[src/rtl/seg7_pkg.sv]
// Package seg7_pkg
// Holds the shared sizes and the segment vector type for the digit decoder.
// Assumes seven segments ordered a (MSB) down to g (LSB).
package seg7_pkg;
    localparam int DIGIT_W = 4;
    localparam int SEG_N   = 7;
    localparam int MAX_DEC = 9;

    typedef logic [SEG_N-1:0] seg_t;

    localparam seg_t SEG_NONE = '0;
endpackage

[src/rtl/bcd_glyph_rom.sv]
// Module bcd_glyph_rom
// Maps a digit code to its active-high stroke pattern (a..g, MSB first).
// Assumes codes above MAX_DEC carry no numeral; they map to all strokes off.
module bcd_glyph_rom
    import seg7_pkg::*;
(
    input  logic [DIGIT_W-1:0] code_i,
    output seg_t               glyph_o
);
    // Select the stroke pattern for the present code.
    always_comb begin
        unique case (code_i)
            4'd0:    glyph_o = 7'b1111110;
            4'd1:    glyph_o = 7'b0110000;
            4'd2:    glyph_o = 7'b1101101;
            4'd3:    glyph_o = 7'b1111001;
            4'd4:    glyph_o = 7'b0110011;
            4'd5:    glyph_o = 7'b1011011;
            4'd6:    glyph_o = 7'b1011111;
            4'd7:    glyph_o = 7'b1110000;
            4'd8:    glyph_o = 7'b1111111;
            4'd9:    glyph_o = 7'b1110011;
            default: glyph_o = SEG_NONE;
        endcase
    end
endmodule

[src/rtl/seg_blank_gate.sv]
// Module seg_blank_gate
// Forces every stroke off while the active-low blank input is low.
// Assumes active-high strokes on both sides.
module seg_blank_gate
    import seg7_pkg::*;
(
    input  seg_t glyph_i,
    input  logic blank_n,
    output seg_t gated_o
);
    // Pass the glyph through only while the position is not blanked.
    always_comb begin
        gated_o = blank_n ? glyph_i : SEG_NONE;
    end
endmodule

[src/rtl/seg_polarity.sv]
// Module seg_polarity
// Converts active-high strokes to the drive level of the attached display.
// Assumes INVERT=1 for displays whose segments light on logic 0.
module seg_polarity
    import seg7_pkg::*;
#(
    parameter bit INVERT = 1'b0
) (
    input  seg_t lit_i,
    output seg_t drive_o
);
    // One driver per segment, with the variant chosen by the parameter.
    for (genvar s = 0; s < SEG_N; s++) begin : g_seg
        if (INVERT) begin : g_inv
            assign drive_o[s] = ~lit_i[s];
        end else begin : g_pass
            assign drive_o[s] = lit_i[s];
        end
    end
endmodule

[src/rtl/seg7_digit_decoder.sv]
// Module seg7_digit_decoder
// Top of the single-digit decoder. A digit code and an active-low blank
// go in, seven segment drives (a at bit 6 down to g at bit 0) come out.
// Purely combinational. ACTIVE_LOW selects the output polarity.
module seg7_digit_decoder
    import seg7_pkg::*;
#(
    parameter bit ACTIVE_LOW = 1'b0
) (
    input  logic [3:0] digit_i,
    input  logic       blank_n,
    output logic [6:0] seg_o
);
    seg_t glyph;
    seg_t gated;

    bcd_glyph_rom u_rom (
        .code_i  (digit_i),
        .glyph_o (glyph)
    );

    seg_blank_gate u_gate (
        .glyph_i (glyph),
        .blank_n (blank_n),
        .gated_o (gated)
    );

    seg_polarity #(.INVERT(ACTIVE_LOW)) u_pol (
        .lit_i   (gated),
        .drive_o (seg_o)
    );
endmodule

[config.mk]
export PLATFORM = sky130hd
export DESIGN_NAME = seg7_digit_decoder
export DESIGN_NICKNAME = d
export VERILOG_FILES = /design/src/rtl/seg7_pkg.sv /design/src/rtl/bcd_glyph_rom.sv /design/src/rtl/seg_blank_gate.sv /design/src/rtl/seg_polarity.sv /design/src/rtl/seg7_digit_decoder.sv
export SDC_FILE = /design/constraint.sdc
export NUM_CORES = 1
export LEC_CHECK = 0
export ABC_AREA = 1
export BUFFER_PORTS_ARGS = -buffer_cell sky130_fd_sc_hd__buf_2
export CORE_AREA = 2 2 39 41
export DETAILED_ROUTE_END_ITERATION = 6
export DIE_AREA = 0 0 41 43
export PLACE_DENSITY = 0.34
export SLEW_MARGIN = 20
export SYNTH_ARGS = -nofsm -noshare
export SYNTH_HDL_FRONTEND = slang
export SYNTH_SLANG_ARGS = --single-unit
[constraint.sdc]
create_clock -name vclk -period 1.3
set_input_delay 0.26 -clock vclk [all_inputs]
set_output_delay 0.26 -clock vclk [all_outputs]
set_load 0.02 [all_outputs]
* Yosys cells after proc, flatten, opt, wreduce, memory -nomap -nowiden *
Memories as Yosys holds them, arrays and structs flattened.
Cells that the tools add are included.

word-level totals
  bits in read-only memories = 112
  output and inout bits = 7
  memories kept = 1
  flip-flop bits (word level) = 0
  input port bits = 5
  word-level logic and storage cells = 2

memories
  name              depth  width  rd ports  clocked after Yosys merged registers in  write ports  RTL line             RTL
  (name not given)  16     7      1         0                                        0            bcd_glyph_rom.sv:12  unique case (code_i)

cells by class
  multiplexer cells = 1

operators with widths
  cell    number
  $mux 7  1

* Logic depth before layout (Yosys ltp) *
An unclocked memory read counts as a cell.

  word-level depth = 2
  depth in mapped cells = 6
  mapped depth without buffers = 6

* Modules after synthesis *
Synthesis repeated with hierarchy kept, for this count alone.

unflattened totals
  cells, all modules = 61
  area, all modules = 319.1 µm²

by module, submodules not included
  module          instances  area each (µm²)  seq. area each (µm²)  cells an instance
  bcd_glyph_rom   1          214.0            0.0                   40
  seg_blank_gate  1          52.6             0.0                   14
  seg_polarity    1          52.6             0.0                   7

* Worst setup path before layout *
Ideal clock, no wire load.

  path type = input-to-output
  start = input digit_i[1]
  end = output seg_o[2]
  required time = 1.040 ns
  path slack = -0.032 ns
  arrival = 1.072 ns
  cell stages on the path = 4
  buffers on the path = 0
  cells stage by stage = inv_1 -> ha_1 -> nand2_2 -> a21boi_0

between the ends
  cells in the longest elaborated chain, start to end = 2

RTL lines
  what             RTL line                  RTL
  start, declared  seg7_digit_decoder.sv:10  input logic [3:0] digit_i,
  $mem_v2 16x7     --
  $mux 7           seg_blank_gate.sv:13      gated_o = blank_n ? glyph_i : SEG_NONE;
  end, declared    seg7_digit_decoder.sv:12  output logic [6:0] seg_o

Every way passes these cells.

* Worst setup path after layout *
  start = input digit_i[1]
  end = output seg_o[0]

The elaborated chain is that of the path after synthesis.

==> reports/qor.csv <==
metric,value,unit
vias_per_cell,3.65,
rsz0062_at_grt,yes,
synthTopCellsByArea,"ha_1 33%, nor2_1 26%, nand2_1 12%",
io_buffers,12,
start_kind,primary input,
drtIter0Drc,1,
drc_errors,0,
antennaDiodeCount,0,
layout.cells.non_filler,68,
design.die.area,1760,um^2
critPathArrivalTime,1.05,ns
synth_top_cell_area_share,32.9,%
hp-class,in -> out,
fillers,165,
fin_crit_sh,100,%
hold-worst-slack,0.888,ns
synthesis.nets,46,
max-vdd-ir-drop,63.0,uV
synth.distinct_cells,9,
outcome,finished with violations,
max_freq,766,MHz
path_buf_inv,4,
pin_count,12,
synth_cells,36,
cp_top_family,buffers and inverters,
grt_pass1_vias,211,
fp.coreArea,1380,um^2
slowest_delay,0.14,ns
cp.required,1.04,ns
p_per_area,333,nW/um^2
grt_max_degree,8,
antenna_found_initial,0,
maxSlewViolCount,0,
final-seq-area,0,um^2
die_h,43,um
final_nets,64,
start_util,13.7,%
criticalPathCategory,in -> out,
power,125,uW
violations,setup timing,
avgSynthCellArea,5.28,um^2
grt.overflow.total,0,
vias,248,
slowest_stage,ha_4,
grtUsageTotal,6.89,%
hold_viol,0,
crit_chain,buf_8 > buf_6 > ha_4 > inv_2 > nand2_1 > nand2_1 > nor2_1 > nor2_1 > buf_4,
rows,14,
wire_per_inst,7.99,um
setup_slack,-0.00596,ns
ys_warn_count,0,
grt_pass1_wl,910,um
cp-end-kind,output port,
yosysTopAreaCell,ha_1,
die_x,41,um
final.min_clock_period,1.31,ns
p_leak,0.208,nW
postCtsSetupBuffers,0,
crit_fanout,3,
setup_violations,1,
design.seq.count,0,
drt-total-wl,543,um
dp_cells,68,
maxCapViolCount,0,
place_congestion,0.621,
multi_input_area,191,um^2
antenna_left,0,
first_pass_iters,2,
hpwl,437,um
max_slew_margin,89.4,%
worstMarginPinSlew,0.158,ns
areaGrowthSynthToFinish,97.4,%
nClkBuffers,0,
seq_area_frac_synth,0,%
layout-drive-gt1-share,51.9,%
syn_area,190,um^2
## per-stage QoR
stage / setup WS (ns) / TNS (ns) / util (%) / instance area [um^2]
after floorplan: 0.0269 / 0 / - / 190
after global placement: -0.114 / -0.600 / 21.7 / 300
after detailed placement: -0.113 / -0.531 / 21.7 / 300
after CTS: -0.0139 / -0.0139 / 26.8 / 370
after global routing: -0.0556 / -0.255 / 27.1 / 375
final: -0.00596 / -0.00596 / 27.1 / 375
## synth_stat cells
cell / instances
nor2_1: 13
ha_1: 5
o21ai_1: 2
nand2_2: 2
inv_1: 4
nand2_1: 6
inv_2: 2
a21boi_0: 1
clkinv_1: 1
## layer usage
layer  share of wire [%]  up-vias  GRT usage (%)
li1                    -      137              -
met1                  42      103           9.49
met2                  49        8           12.2
met3                 9.2        0              0
met4                   0        0              0
met5                   0        -              0
## final timing paths
kind / startpoint / to / slack, ns / depth (start not counted)
worst max-delay path: digit_i[1] / seg_o[0] / -0.006 / 9
worst min-delay path: blank_n / seg_o[3] / 0.89 / 4
## report_power, final
| part | leakage (nW) | total [mW] | switching, mW | internal (mW) |
|---|---|---|---|---|
| clock network | 0 | 0 | 0 | 0 |
| registers | 0 | 0 | 0 | 0 |
| logic | 0.208 | 0.125 | 0.0672 | 0.0579 |
| total | 0.208 | 0.125 | 0.0672 | 0.0579 |
## tightest hold or removal path, stage by stage
cell and delay [ns]:
buf_2 0.12, nand2_1 0.07, nor2_1 0.04, buf_4 0.15
## area by class of cell
type / instances / area share, %
Multi-Input combinational cell: 29 / 51.0
Tap cell: 16 / 5.33
Timing Repair Buffer: 16 / 35.0
Inverter: 7 / 8.67
## placed cells by master, fill, tap and decap left out, drive strengths merged
cell type  count
o21ai          2
a21boi         1
buf           16
nor2          13
clkinv         1
ha             5
inv            6
nand2          8
## cell families after synthesis
group                      count (synthesis)  share of synthesized area [%]
AOI/OAI and AO/OA                          3                           9.21
adders and majority gates                  5                           32.9
buffers and inverters                      7                           13.8
and+or+nand+nor                           21                           44.1
## timing repair
| item | 4_1_cts | 5_1_grt |
|---|---|---|
| gates resized for setup | 22 | 2 |
| pin swaps | 6 | 5 |
| setup endpoints to repair | 7 | 7 |
| hold buffers | 0 | 0 |
| hold endpoints to repair | 0 | 0 |
(Power assumes the default switching activity.)
